$ cat src/rtl/uart_tx_fstop.sv
module uart_tx_fstop #(
  parameter int DEPTH = 16,
  parameter int OSR   = 16
) (
  input  logic       clk,
  input  logic       rst_n,
  input  logic       tick16,
  input  logic       wr_en,
  input  logic [8:0] wr_data,
  input  logic [2:0] fmt,
  input  logic       odd_par,
  input  logic [1:0] stop_len,
  input  logic       cts_gate,
  input  logic       cts_n,
  input  logic       run,
  input  logic       q_flush,
  output logic       txd,
  output logic       st_tx_idle,
  output logic       st_half_free,
  output logic       st_has_data,
  output logic       st_full
);
  localparam int DW   = 9;
  localparam int FB   = DW + 2;
  localparam int AW   = $clog2(DEPTH);
  localparam int CW   = $clog2(DEPTH + 1);
  localparam int TW   = $clog2(OSR);
  localparam int SW   = $clog2(2 * OSR);
  localparam int BW   = $clog2(FB + 1);
  localparam int HALF = OSR / 2;

  typedef enum logic [1:0] {S_IDLE, S_BITS, S_STOP} st_t;

  logic [DW-1:0] mem [DEPTH];
  logic [AW-1:0] wptr, rptr;
  logic [CW-1:0] cnt;
  logic [1:0]    cts_q;
  st_t           state;
  logic [FB-1:0] sh, ld;
  logic [BW-1:0] nb_q, nb, bcnt;
  logic [TW-1:0] tcnt;
  logic [SW-1:0] scnt, stop_last;
  logic [1:0]    stop_q;
  logic [3:0]    nd;
  logic          pen;
  logic [DW-1:0] dm;

  assign st_full      = cnt == CW'(DEPTH);
  assign st_has_data  = cnt != '0;
  assign st_half_free = cnt <= CW'(DEPTH / 2);
  assign st_tx_idle   = !st_has_data && state == S_IDLE;
  assign txd          = (state == S_BITS) ? sh[0] : 1'b1;

  wire push      = wr_en && !st_full && !q_flush;
  wire cts_ok    = !cts_gate || !cts_q[1];
  wire go        = run && tick16 && st_has_data && cts_ok && !q_flush;
  wire stop_done = state == S_STOP && tick16 && scnt == stop_last;
  wire start     = go && (state == S_IDLE || stop_done);

  assign stop_last = SW'(HALF * (int'(stop_q) + 1) - 1);

  always_comb begin
    case (fmt)
      3'b011:         begin nd = 4'd7; pen = 1'b1; end
      3'b111:         begin nd = 4'd8; pen = 1'b1; end
      3'b100, 3'b101: begin nd = 4'd9; pen = 1'b0; end
      default:        begin nd = 4'd8; pen = 1'b0; end
    endcase
    for (int i = 0; i < DW; i++) dm[i] = mem[rptr][i] && (4'(i) < nd);
    ld = FB'({dm, 1'b0});
    if (pen) ld[nd + 4'd1] = (^dm) ^ odd_par;
    nb = BW'(nd) + BW'(pen) + BW'(1);
  end

  always_ff @(posedge clk or negedge rst_n) begin
    if (!rst_n) cts_q <= 2'b11;
    else        cts_q <= {cts_q[0], cts_n};
  end

  always_ff @(posedge clk or negedge rst_n) begin
    if (!rst_n) begin
      wptr <= '0;
      rptr <= '0;
      cnt  <= '0;
    end else if (q_flush) begin
      wptr <= '0;
      rptr <= '0;
      cnt  <= '0;
    end else begin
      if (push)  wptr <= (wptr == AW'(DEPTH - 1)) ? '0 : wptr + 1'b1;
      if (start) rptr <= (rptr == AW'(DEPTH - 1)) ? '0 : rptr + 1'b1;
      cnt <= cnt + CW'(push) - CW'(start);
    end
  end

  always_ff @(posedge clk) begin
    if (push) mem[wptr] <= wr_data;
  end

  always_ff @(posedge clk or negedge rst_n) begin
    if (!rst_n) begin
      state  <= S_IDLE;
      sh     <= '1;
      nb_q   <= '0;
      bcnt   <= '0;
      tcnt   <= '0;
      scnt   <= '0;
      stop_q <= '0;
    end else if (!run) begin
      state <= S_IDLE;
    end else if (start) begin
      state  <= S_BITS;
      sh     <= ld;
      nb_q   <= nb;
      bcnt   <= '0;
      tcnt   <= '0;
      stop_q <= stop_len;
    end else if (tick16) begin
      case (state)
        S_BITS:
          if (tcnt == TW'(OSR - 1)) begin
            tcnt <= '0;
            if (bcnt == nb_q - 1'b1) begin
              state <= S_STOP;
              scnt  <= '0;
            end else begin
              sh   <= {1'b1, sh[FB-1:1]};
              bcnt <= bcnt + 1'b1;
            end
          end else begin
            tcnt <= tcnt + 1'b1;
          end
        S_STOP:
          if (scnt == stop_last) state <= S_IDLE;
          else                   scnt  <= scnt + 1'b1;
        default: ;
      endcase
    end
  end

  AST_NO_OVERFLOW: assert property (@(posedge clk) disable iff (!rst_n) cnt <= CW'(DEPTH));
  AST_DROP_FULL: assert property (@(posedge clk) disable iff (!rst_n)
    (st_full && wr_en && !q_flush) |=> $stable(wptr));
  AST_RUN_LOW_IDLE: assert property (@(posedge clk) disable iff (!rst_n) !run |=> txd);
  AST_CTS_BLOCK: assert property (@(posedge clk) disable iff (!rst_n)
    (cts_gate && $past(cts_n, 2) && state == S_IDLE) |=> state == S_IDLE);
  AST_IDLE_LINE_HIGH: assert property (@(posedge clk) disable iff (!rst_n) st_tx_idle |-> txd);
  AST_FLUSH_EMPTY: assert property (@(posedge clk) disable iff (!rst_n)
    $past(q_flush) |-> !st_has_data);
endmodule

$ cat config.mk
export PLATFORM = sky130hd
export DESIGN_NAME = uart_tx_fstop
export DESIGN_NICKNAME = d
export VERILOG_FILES = /design/src/rtl/uart_tx_fstop.sv
export SDC_FILE = /design/constraint.sdc
export NUM_CORES = 1
export LEC_CHECK = 0
export ABC_CLOCK_PERIOD_IN_PS = 3170
export CAP_MARGIN = 10
export CORE_MARGIN = 10
export CORE_UTILIZATION = 40
export CTS_CLUSTER_DIAMETER = 120
export CTS_CLUSTER_SIZE = 14
export DETAILED_ROUTE_END_ITERATION = 7
export PLACE_DENSITY = 0.61
export SYNTH_ARGS = -nofsm -noshare
export SYNTH_HDL_FRONTEND = slang
export SYNTH_SLANG_ARGS = --single-unit
export TNS_END_PERCENT = 5
$ cat constraint.sdc
create_clock -name clk -period 3.17 [get_ports clk]
set_input_delay 0.634 -clock clk [delete_from_list [all_inputs] [get_ports clk]]
set_output_delay 0.634 -clock clk [all_outputs]
set_load 0.05 [all_outputs]
; Word level (Yosys, flattened, before mapping)
; Memory sizes are Yosys's and may differ from the RTL's.
; Cells that the tools add are included.
[op_classes]
n_bitwise = 2
n_reduce_logical = 43
order_cmp = 12
n_addsub = 13
mux = 41
eq_ne = 21
[ops]
columns = cell, n
row1 = 11-bit two-way mux, 6
row2 = 4-bit two-way mux, 15
row3 = "4-bit by 1-bit adder with 4-bit output, second input constant", 6
row4 = 1-bit logical AND, 20
row5 = 5-bit two-way mux, 4
row6 = "3-bit by 4-bit < comparator with 1-bit output, first input constant", 4
row7 = "4-bit == test, second input constant", 3
row8 = 2-bit two-way mux, 6
row9 = "4-bit by 3-bit != test with 1-bit output, second input constant", 3
row10 = 2-bit nonzero test, 6
row11 = 11-bit bitwise mux, 1
row12 = 5-bit case mux with 2 select lines, 1
row13 = 5-bit AND reduction, 2
row14 = "3-bit == test, second input constant", 3
row15 = 9-bit XOR reduction, 1
row16 = "1-bit by 4-bit < comparator with 1-bit output, first input constant", 2
row17 = "2-bit by 4-bit < comparator with 1-bit output, first input constant", 2
row18 = 4-bit case mux with 2 select lines, 1
row19 = 7-bit AND reduction, 1
row20 = 5-bit by 1-bit adder with 5-bit output, 1
row21 = "5-bit by 1-bit adder with 5-bit output, second input constant", 1
row22 = 5-bit == test, 1
row23 = "5-bit == test, second input constant", 1
row24 = "5-bit by 4-bit less-or-equal comparator with 1-bit output, second input constant", 1
row25 = other kinds (28), 40
[word_totals]
ram_bits = 144
in_bits = 23
register_bits = 47
n_memories = 1
wordCells = 144
[mem_list]
columns = memory, words, width, read_ports, rd_clocked_by_memory_dff, write_ports, line_no
row1 = mem, 16, 9, 1, 0, 1, 34  ; logic [DW-1:0] mem [DEPTH];

; Depth between registers and ports, before layout
; Gate-level depths: netlist of run 1.
[logic_depth]
depth_word = 11
ltp_mapped = 17
mapped_depth_nobuf = 16

; Worst setup path before layout of run 1
; Ideal clock, no wire load.
[synth_path]
path_kind = register -> register
startpoint = reg state[0]
endpoint = reg cnt[4]
arrival_ns = 3.297
synth_period_minus_slack_ns = 3.433
path_slack_ns = -0.263
setup_time_ns = 0.136
stages_incl_launch_ff = 18
cell_sequence = dfrtp_1 -> inv_1 -> ha_1 -> inv_2 -> nor4_1 -> a21oi_1 -> nor4_2 -> clkbuf_1 -> ha_1 -> inv_1 -> ha_1 -> inv_1 -> fa_1 -> inv_1 -> a21oi_1 -> nor2_1 -> or3_1 -> a21oi_1
[synth_via]
elab_chain_len = 7
[synth_lines]
columns = item, line_no
row1 = start: declaration, 38  ; st_t state;
row2 = start signal: assignment, 102  ; state <= S_IDLE;
row3 = start signal: assignment, 110  ; state <= S_IDLE;
row4 = start signal: assignment, 112  ; state <= S_BITS;
row5 = 2-bit == test, 57  ; wire stop_done = state == S_STOP && tick16 && scnt == stop_last;
row6 = 1-bit logical AND (2 in a row), 57
row7 = 1-bit logical OR (*), 58  ; wire start = go && (state == S_IDLE || stop_done);
row8 = 1-bit logical AND (*), 58
row9 = 5-bit by 1-bit subtractor with 5-bit output (*), 92  ; cnt <= cnt + CW'(push) - CW'(start);
row10 = 5-bit two-way mux (*), 85  ; end else if (q_flush) begin
row11 = end signal: assignment, 92
row12 = end: declaration, 36  ; logic [CW-1:0] cnt;
; Every way passes the cells marked *; elsewhere a longest branch is shown, timed or not.
; A chain may end at the register's enable or synchronous reset.

; Final worst setup path of run 1
[layout_path]
startpoint = reg cnt[2]
endpoint = out st_tx_idle
[layout_via]
elab_chain_len = 3
[layout_lines]
columns = item, line_no
row1 = 5-bit nonzero test, 49  ; assign st_has_data = cnt != '0;
row2 = 1-bit zero test, 51  ; assign st_tx_idle = !st_has_data && state == S_IDLE;
row3 = 1-bit logical AND, 51
row4 = end: declaration, 18  ; output logic st_tx_idle,
; No other way between the ends.

==> results of run 1 <==
-- layout by cell type, fill, tap and decap left out, drive strengths merged, types with 5 or more instances in the layout --
| master | n |
|---|---|
| edfxtp | 144 |
| nor2 | 42 |
| buf | 36 |
| mux2i | 35 |
| dfrtp | 34 |
| nand2 | 31 |
| inv | 29 |
| mux4 | 28 |
| clkdlybuf4s50 | 26 |
| o21ai | 22 |
| ha | 20 |
| clkbuf | 17 |
| xor2 | 14 |
| dfstp | 13 |
| a21oi | 13 |
| xnor2 | 11 |
| nand3 | 8 |
| a221oi | 8 |
| nand2b | 7 |
| nor3 | 7 |
| nor2b | 5 |
| nand4 | 5 |
| mux2 | 5 |
| clkinv | 5 |
-- kinds of logic after synthesis --
| kind of cell | count (synthesis) | share of synthesized area (%) |
|---|---|---|
| compound gates | 64 | 5.15 |
| xor+xnor | 26 | 2.93 |
| fa+ha+maj | 21 | 3.27 |
| buf+inv | 44 | 2.55 |
| flops | 191 | 66.8 |
| mux | 68 | 12.6 |
| simple gates | 118 | 6.71 |
-- layout make-up --
cell class | instances | area (um2)
flip-flops and latches | 191 | 5520
well taps | 270 | 338
repair buffers | 62 | 541
multi-input cells | 297 | 2570
inverters | 22 | 82.6
clock buffers | 17 | 425
fillers | 1760 | 10700
clock inverters | 15 | 140
-- worst reg2reg max path, cell delays in order (launching register included) --
cell and delay [ns]:
dfrtp_1 0.41, inv_2 0.09, ha_4 0.15, inv_2 0.05, nor4_4 0.32, a21oi_2 0.11, nor4_4 0.26, ha_1 0.28
inv_1 0.06, ha_1 0.15, inv_1 0.06, fa_1 0.39, inv_1 0.07, a21oi_1 0.06, nor2_1 0.12, or3_1 0.12
a21oi_1 0.06
-- stage by stage --
stage,utilization [%],hold WS [ns],power [mW],cell area [um2]
final,47.4,0.361,6.18,9610
after global routing,47.4,0.372,6.49,9610
after CTS,47.3,0.364,6.26,9600
after detailed placement,44.5,0.350,4.21,9040
after global placement,44.5,0.351,4.17,9040
after floorplan,-,0.338,3.88,8300
-- how the worst max path moves through the flow --
| stage | start | cells past startpoint | endpoint |
|---|---|---|---|
| after floorplan | scnt[0] | 16 | cnt[4] |
| after global placement | tick16 | 13 | cnt[4] |
| after detailed placement | tick16 | 13 | cnt[4] |
| after CTS | cnt[1] | 4 | st_tx_idle |
| after global routing | state[0] | 16 | cnt[4] |
| final | cnt[2] | 5 | st_tx_idle |
-- registers in the layout (all words and copies together), names as in the netlist --
signal,cells
bcnt,4
cnt,5
cts_q,2
mem,144
nb_q,4
rptr,4
scnt,5
sh,11
state,2
stop_q,2
tcnt,4
wptr,4
-- power groups by stage --
stage / Combinational [mW] / Sequential [mW] / Clock, mW
CTS: 1.15 / 3.02 / 2.10
floorplan: 0.836 / 3.04 / 0
global route: 1.25 / 3.04 / 2.19
detailed placement: 1.14 / 3.07 / 0
global placement: 1.11 / 3.06 / 0
finish: 1.13 / 3.02 / 2.04
-- routing by layer --
layer / part of all wire, % / vias up / routed length (um)
met2: 51 / 84 / 8260
met4: 1.8 / 0 / 289
li1: - / 2131 / -
met1: 43 / 2343 / 7000
met3: 4.0 / 18 / 647
met5: 0 / - / 0
-- repair_timing --
item                       CTS  global route
resized for setup            0             2
setup endpoints to repair    0             1
hold endpoints to repair     0             0
buffers inserted             0             0
==> out/results.txt, run 1 <==
Int Power: 4.44 mW
data arrival time of the critical path: 2.31 ns
root buffer cell: clkbuf_16
reg2reg end: cnt[4]
post-synthesis cell type count: 54
DRC violation count after routing: 0
crit-path max FO: 3
CTS tree: built
DP HPWL: 11000 um
Global Route Usage Sum: 12.8%
CP startpoint kind: flip-flop
Port Buf Inserts: 27
Final Skew: 0.0135 ns
Hold-fix buffers, CTS: 0
Synth top area share: 52.4%
Clock power frac: 32.9%
detailed-route wire length: 16200 um
sw frac: 28.3%
Reg power frac: 48.8%
Die H: 164 um
slew at the pin closest to its max-slew limit: 1.04 ns
vias per inst: 5.24
met1 Resource Use GR: 15.8%
pin count of the biggest net entering global routing: 48
EDFF count, synth: 144
Max-Cap Viols: 0
mapped cell area: 0.00826 mm2
Setup WS post-layout: 0.224 ns
cell count after synthesis: 532
Num Clock Sinks: 191
# nets final: 635
DIE AREA: 0.0268 mm2
Psw: 1.75 mW
Worst path max stage delay: 0.80 ns
GPL Wtd Cong: 0.812
num rows: 52
min cycle time layout: 2.95 ns
Mean Syn Cell Area: 15.5 um2
final hold vios: 0
grt ovf: 0
number of routed nets with antenna violations: 0
Placement Setup Slack: 0.100 ns
Bufs and invs on worst path: 2
Gate power share: 18.3%
Clock Tree Buf Depth: 2
VDD IR-drop max: 275 uV
Worst-path clk slew: 0.07 ns
CTS buffer count: 17
setup TNS: 0 ns
status: complete, no violations
max_slew headroom: 30.6%
met3 global-route usage: 3.07%
Die X: 164 um
first-pass GRT wire length: 26400 um
asr flop ratio synth: 24.6%
Placed Instances: 842
share of cells above drive strength 1: 20.4%
layer carrying the most global-route usage: met2
drt pass-1 iters: 5
critical path class: reg2out
synthesized flop and latch total: 191
Pwr Density: 643 mW/mm2
via count: 4576
Max Slew Vio Count: 0
final setup vio count: 0
critical path endpoint category: output pin
Hold Crit Class: reg2reg
top-count cell post-synth: edfxtp_1
top cells by count, synth: 144 x edfxtp_1, 42 x nor2_1, 35 x mux2i_1
Synth Net Count: 576
Tcrit/Tclk final: 92.9%
Core Box Area: 0.0203 mm2
vias in the first global route: 4828
HP Start: cts_q[0]
# H-tree levels: 4
routed len/inst: 18.5 um
Initial DRC Count: 299
Seq/Total Area, Yosys: 66.8%
RR Startpoint: state[0]
Top delay family on crit path: buffers and inverters
LEAKAGE: 3.38 nW
met2 global-route usage: 21.2%
post-synth top area cell: edfxtp_1
Cell Count, Final, Fillers Out: 874
worst min-delay path endpoint: cts_q[1]
P&R area growth vs syn: 16.4%
cells on worst reg2reg path: 16
Fmax: 339 MHz
Skew-Pair Late Insertion Delay: 0.44 ns
RSZ-0062 raised after global routing: no
I/O pins: 28
Critical Path RT: 2.54 ns
Initial Util: 40.7%
crit path cell chain: inv_1 > ha_1 > and3_1 > and2_1 > clkdlybuf4s50_1
initial antenna violation count: 1
Worst path slowest cell: clkdlybuf4s50_1
Cells on Worst Hold Path: 0
Synth area leaders: edfxtp_1 52%, dfrtp_1 10%, mux4_2 7.6%
Synth Flop Type: edfxtp_1
yosys warns: 0
flop-to-flop setup slack: 0.29 ns
# diodes: 0
Note: power is estimated with default switching activity, not from simulation.
==> inputs of run 2 (changes only) <==
Settings changed: ABC_CLOCK_PERIOD_IN_PS 3170 to 3200, PLACE_DENSITY 0.61 to 0.59, SETUP_SLACK_MARGIN set to 0.02.
Clock period 3.17 ns to 3.2 ns, I/O delays scaled along.
==> run 2 against run 1 <==
Effect of this change:
- clock skew shrank 0.00068 ns
- core utilization grew 0.16 points
- via count shrank 0.83%
- sequential cell count is the same
- sequential power is essentially flat
- critical endpoint unchanged
==> out/results.txt, run 2 (same netlist as run 1, synthesis figures left out) <==
status: complete, no violations
vias in the first global route: 4763 (-1.3%)
detailed-route wire length: 16500 um (+1.7%)
final hold vios: 0 (unchanged)
Worst path max stage delay: 0.80 ns (about the same)
max reg flops: 144 (unchanged)
Pwr Total: 6.21 mW (+0.36%)
RR Startpoint: state[0]
flop-to-flop setup slack: 0.35 ns (+0.06 ns)
most common cell after layout, fill and taps aside: edfxtp_1
Skew-Pair Late Insertion Delay: 0.43 ns (about the same)
routed length on met1: 7270 um (+3.9%)
DP HPWL: 11100 um (+0.56%)
Die H: 164 um (unchanged)
LEAKAGE: 3.39 nW (+0.28%)
Hold-fix buffers, CTS: 0 (unchanged)
DRC violation count after routing: 0 (unchanged)
crit path cell chain: nor2_1 > and3_1 > and2_1 > clkdlybuf4s50_1
commonest cells after routing, fill and taps aside: 144 x edfxtp_1, 42 x nor2_1, 35 x mux2i_1
drt pass-1 iters: 4 (-1)
I/O pins: 28 (unchanged)
Num Clock Sinks: 191 (unchanged)
final setup vio count: 0 (unchanged)
CTS tree: built
Core Box Area: 0.0203 mm2 (unchanged)
DIE AREA: 0.0268 mm2 (unchanged)
largest registers: mem: 144 flops, sh: 11 flops
CTS buffer count: 17 (unchanged)
Initial Util: 40.7% (unchanged)
Pwr Density: 643 mW/mm2 (about the same)
slew at the pin closest to its max-slew limit: 0.894 ns (-0.147 ns)
Post-CTS Setup Repair Bufs: 0 (unchanged)
critical path class: reg2out
largest reg by FF count: mem
Cell Count, Final, Fillers Out: 873 (-0.11%)
initial antenna violation count: 0 (-1)
Placed Instances: 841 (-0.12%)
reg2reg end: cnt[4]
Critical Path RT: 2.56 ns (+0.02 ns)
CP startpoint kind: flip-flop
# H-tree levels: 4 (unchanged)
Clock Tree Buf Depth: 2 (unchanged)
setup TNS: 0 ns (unchanged)
WL met2: 8220 um (-0.45%)
Global Route Usage Sum: 12.8% (-0.028 points)
grt ovf: 0 (unchanged)
# nets final: 634 (-0.16%)
Final Skew: 0.0128 ns (-0.000676 ns)
via count: 4538 (-0.83%)
Post-DP Area: 0.00905 mm2 (+0.19%)
final instance area: 0.00965 mm2 (+0.34%)
first-pass GRT wire length: 26400 um (about the same)
Worst path slowest cell: clkdlybuf4s50_1
Max Slew Vio Count: 0 (unchanged)
critical path endpoint category: output pin
P&R area growth vs syn: 16.8%
min cycle time layout: 2.95 ns
number of routed nets with antenna violations: 0 (unchanged)
VDD IR-drop max: 317 uV (+16%)
share of cells above drive strength 1: 19.9% (-0.46 points)
num rows: 52 (unchanged)
PostCTS Resize Cnt: 0 (unchanged)
Initial DRC Count: 275 (-8.0%)
met3 wire length: 799 um (+23%)
Hold Crit Class: in2async
Max-Cap Viols: 0 (unchanged)
Port Buf Inserts: 27 (unchanged)
root buffer cell: clkbuf_16
data arrival time of the critical path: 2.31 ns (about the same)
Worst-path clk slew: 0.07 ns (about the same)
highest routed layer: met4
crit-path max FO: 4 (+1)
cells on worst reg2reg path: 16 (unchanged)
pin count of the biggest net entering global routing: 46 (-4.2%)
RSZ-0062 raised after global routing: no
Tcrit/Tclk final: 92.1%
Die X: 164 um (unchanged)
vias per inst: 5.20 (-0.72%)
routed len/inst: 18.9 um (+1.8%)
GPL Wtd Cong: 0.819 (+0.87%)
# diodes: 0 (unchanged)
Fmax: 339 MHz
max_slew headroom: 40.0% (+9.4 points)
fill count: 1748 (-0.68%)
run 2: cell types whose count changed in the layout (fill, tap and decap cells not counted):
| cell | delta |
|---|---|
| ha_4 | -1 |
| clkinv_4 | +1 |
| buf_4 | -3 |
| clkbuf_1 | +1 |
| buf_12 | +2 |
| clkinv_2 | -2 |
| bufinv_16 | +1 |
| ha_2 | +1 |
| inv_2 | -1 |
| clkinvlp_4 | -1 |
| inv_1 | +1 |
run 2: stage by stage:
stage	hold WS (ns)	setup WS, ns	util, %
after detailed placement	0.351	0.0226	44.6
after global placement	0.351	0.129	44.6
after floorplan	0.344	0.0699	-
after global routing	0.366	0.0558	47.5
after CTS	0.344	0.177	47.5
final	0.315	0.251	47.5
run 2: area by class of cell:
type,instances,area (um2),area share (%)
flip-flops and latches,191,5520,57.2
multi-input cells,297,2560,26.5
repair buffers,61,558,5.79
clock buffers,18,429,4.45
well taps,270,338,3.50
clock inverters,14,161,1.67
inverters,22,82.6,0.856
run 2: worst max-delay path by stage:
stage	startpoint	depth (start not counted)	slack (ns)	endpoint
5_1_grt	state[0]	16	0.06	cnt[4]
2_1_floorplan	scnt[0]	16	0.07	cnt[4]
3_5_place_dp	tick16	13	0.02	cnt[4]
4_1_cts	state[0]	16	0.18	cnt[4]
3_3_place_gp	tick16	13	0.13	cnt[4]
6_report	cnt[1]	4	0.25	st_tx_idle
run 2: power breakdown:
part	leakage, nW	switching (mW)	total, mW	internal, mW
logic	1.22	0.634	1.11	0.479
registers	1.89	0.106	2.99	2.88
clock network	0.284	0.988	2.10	1.12
run 2: metal layers:
layer,up-vias,track usage (%)
met5,-,0
met4,0,3.45
met3,12,3.35
met2,94,21.1
met1,2314,16.4
li1,2118,-
run 2: critical path, delay by kind of cell, from the launching register on:
kind | cells | cell delay, ns
buffers and inverters | 1 | 0.80
and+or+nand+nor | 3 | 0.63
DFF | 1 | 0.44
==> inputs of run 3 (changes only) <==
Settings changed: CORE_UTILIZATION 40 to 61, PLACE_DENSITY 0.59 to 0.82.
==> run 3 against run 2 <==
Effect of this change:
- clock power is essentially flat
- maximum frequency shrank 0.69%
- worst setup slack lost 0.020 ns
- sequential cell count is the same
- total power grew 0.49%
- first-iteration DRC count grew 80%
- final cell count shrank 11%
- hold slack gained 0.044 ns
- critical path depth grew 12
- sequential power is essentially flat
- largest power group unchanged
==> out/results.txt, run 3 (same netlist as run 1, synthesis figures left out) <==
status: complete, no violations
Placed Instances: 744 (-12%)
critical path endpoint category: flip-flop
min cycle time layout: 2.97 ns (+0.0204 ns)
Max-Cap Viols: 0 (unchanged)
Hold-fix buffers, CTS: 0 (unchanged)
via count: 4610 (+1.6%)
DIE AREA: 0.0186 mm2 (-31%)
Die H: 136 um (-17%)
# nets final: 632 (-0.32%)
layer carrying the most global-route usage: met2
Pwr Density: 655 mW/mm2 (+1.8%)
Clock Tree Buf Depth: 2 (unchanged)
commonest cells after routing, fill and taps aside: 144 x edfxtp_1, 42 x nor2_1, 35 x mux2i_1
Bufs and invs on worst path: 5 (+4)
grt ovf: 0 (unchanged)
critical path class: reg2reg
Final Skew: 0.0145 ns (+0.00172 ns)
drt pass-1 iters: 5 (+1)
vias per inst: 5.93 (+14%)
reg2reg end: cnt[4]
max reg flops: 144 (unchanged)
largest reg by FF count: mem
CTS buffer count: 17 (unchanged)
max_slew headroom: 32.8% (-7.3 points)
CP startpoint kind: flip-flop
crit path to: cnt[4]
Tcrit/Tclk final: 92.8% (+0.64 points)
most common cell after layout, fill and taps aside: edfxtp_1
Skew-Pair Late Insertion Delay: 0.44 ns (about the same)
LEAKAGE: 3.39 nW (about the same)
final core occ: 71.9% (+24 points)
number of routed nets with antenna violations: 0 (unchanged)
RR Startpoint: state[0]
Num Clock Sinks: 191 (unchanged)
DP HPWL: 10800 um (-2.8%)
Placement Setup Slack: 0.0247 ns (+0.00204 ns)
Worst path slowest cell: fa_1
crit path cell chain: inv_1 > ha_4 > inv_2 > nor4_4 > a21oi_2 > nor4_4 > ha_1 > inv_1 > ha_1 > inv_1 > fa_1 > inv_1 > a21oi_1 > nor2_1 > or3_1 > a21oi_1
Cell Count, Final, Fillers Out: 777 (-11%)
first-pass GRT wire length: 25700 um (-2.8%)
RSZ-0062 raised after global routing: no
vias in the first global route: 4720 (-0.90%)
final hold vios: 0 (unchanged)
met3 global-route usage: 4.10% (+0.75 points)
detailed-route wire length: 16000 um (-2.8%)
largest registers: mem: 144 flops, sh: 11 flops
Fmax: 337 MHz (-0.69%)
Top cell by count, worst path: inv_1
Hold Crit Class: reg2reg
Worst path max stage delay: 0.41 ns (-0.39 ns)
CP startpoint: state[0]
data arrival time of the critical path: 3.29 ns (+0.98 ns)
Core Box Area: 0.0132 mm2 (-35%)
fill count: 842 (-52%)
slew at the pin closest to its max-slew limit: 1.01 ns (+0.114 ns)
Global Route Usage Sum: 18.2% (+5.4 points)
met1 Resource Use GR: 23.3% (+6.9 points)
final setup vio count: 0 (unchanged)
met2 global-route usage: 30.3% (+9.2 points)
initial antenna violation count: 0 (unchanged)
P&R area growth vs syn: 15.3%
# H-tree levels: 4 (unchanged)
Max Slew Vio Count: 0 (unchanged)
Worst-path clk slew: 0.07 ns (about the same)
Setup WS post-layout: 0.231 ns (-0.0204 ns)
Port Buf Inserts: 27 (unchanged)
Die X: 136 um (-17%)
crit-path max FO: 4 (unchanged)
cells on worst reg2reg path: 16 (unchanged)
# diodes: 0 (unchanged)
I/O pins: 28 (unchanged)
CTS tree: built
Initial DRC Count: 496 (+80%)
setup TNS: 0 ns (unchanged)
Top delay family on crit path: adder cells
num rows: 42 (-19%)
pin count of the biggest net entering global routing: 48 (+4.3%)
VDD IR-drop max: 514 uV (+62%)
routed len/inst: 20.6 um (+9.2%)
GPL Wtd Cong: 0.827 (+1.0%)
Initial Util: 62.3% (+22 points)
WP depth: 16 (+12)
flop-to-flop setup slack: 0.23 ns (-0.12 ns)
Critical Path RT: 3.52 ns (+0.96 ns)
root buffer cell: clkbuf_16
share of cells above drive strength 1: 19.6% (-0.27 points)
DRC violation count after routing: 0 (unchanged)
-- run 3: per-stage QoR --
stage | hold WS [ns] | instance area, um2 | total power [mW]
global route | 0.364 | 9520 | 6.52
detailed placement | 0.351 | 8900 | 4.16
CTS | 0.360 | 9500 | 6.29
global placement | 0.352 | 8900 | 4.10
finish | 0.359 | 9520 | 6.24
floorplan | 0.344 | 8300 | 3.84
-- run 3: area by class of cell --
cell class	count	area, um2	area share [%]
inverter	22	82.6	0.867
timing repair buffer	59	531	5.57
clock inverter	15	175	1.84
sequential	191	5520	58.0
tap	176	220	2.31
multi-input combinational	297	2570	27.0
clock buffer	17	425	4.47
-- run 3: worst min-delay path by stage --
| stage | depth (start not counted) | slack, ns | end | from |
|---|---|---|---|---|
| global route | 0 | 0.36 | cts_q[1] | cts_q[0] |
| CTS | 0 | 0.36 | cts_q[1] | cts_q[0] |
| finish | 0 | 0.36 | cts_q[1] | cts_q[0] |
| detailed placement | 0 | 0.35 | cts_q[1] | cts_q[0] |
| floorplan | 0 | 0.34 | bcnt[0] | rst_n |
| global placement | 0 | 0.35 | cts_q[1] | cts_q[0] |
-- run 3: report_power, final --
| group | internal (mW) | total [mW] | switching, mW |
|---|---|---|---|
| sequential | 2.89 | 3.00 | 0.112 |
| clock | 1.18 | 2.13 | 0.951 |
| combinational | 0.484 | 1.11 | 0.627 |
| total | 4.55 | 6.24 | 1.69 |
-- run 3: routing by layer --
metal / vias to the layer above / wire length (um)
met5: - / 0
met4: 0 / 224
met3: 19 / 906
met2: 129 / 8290
met1: 2334 / 6590
li1: 2128 / -
-- run 3: repair_timing --
action                     CTS  global route
setup buffers                0             1
gates resized for setup      0             1
setup endpoints to repair    0             1
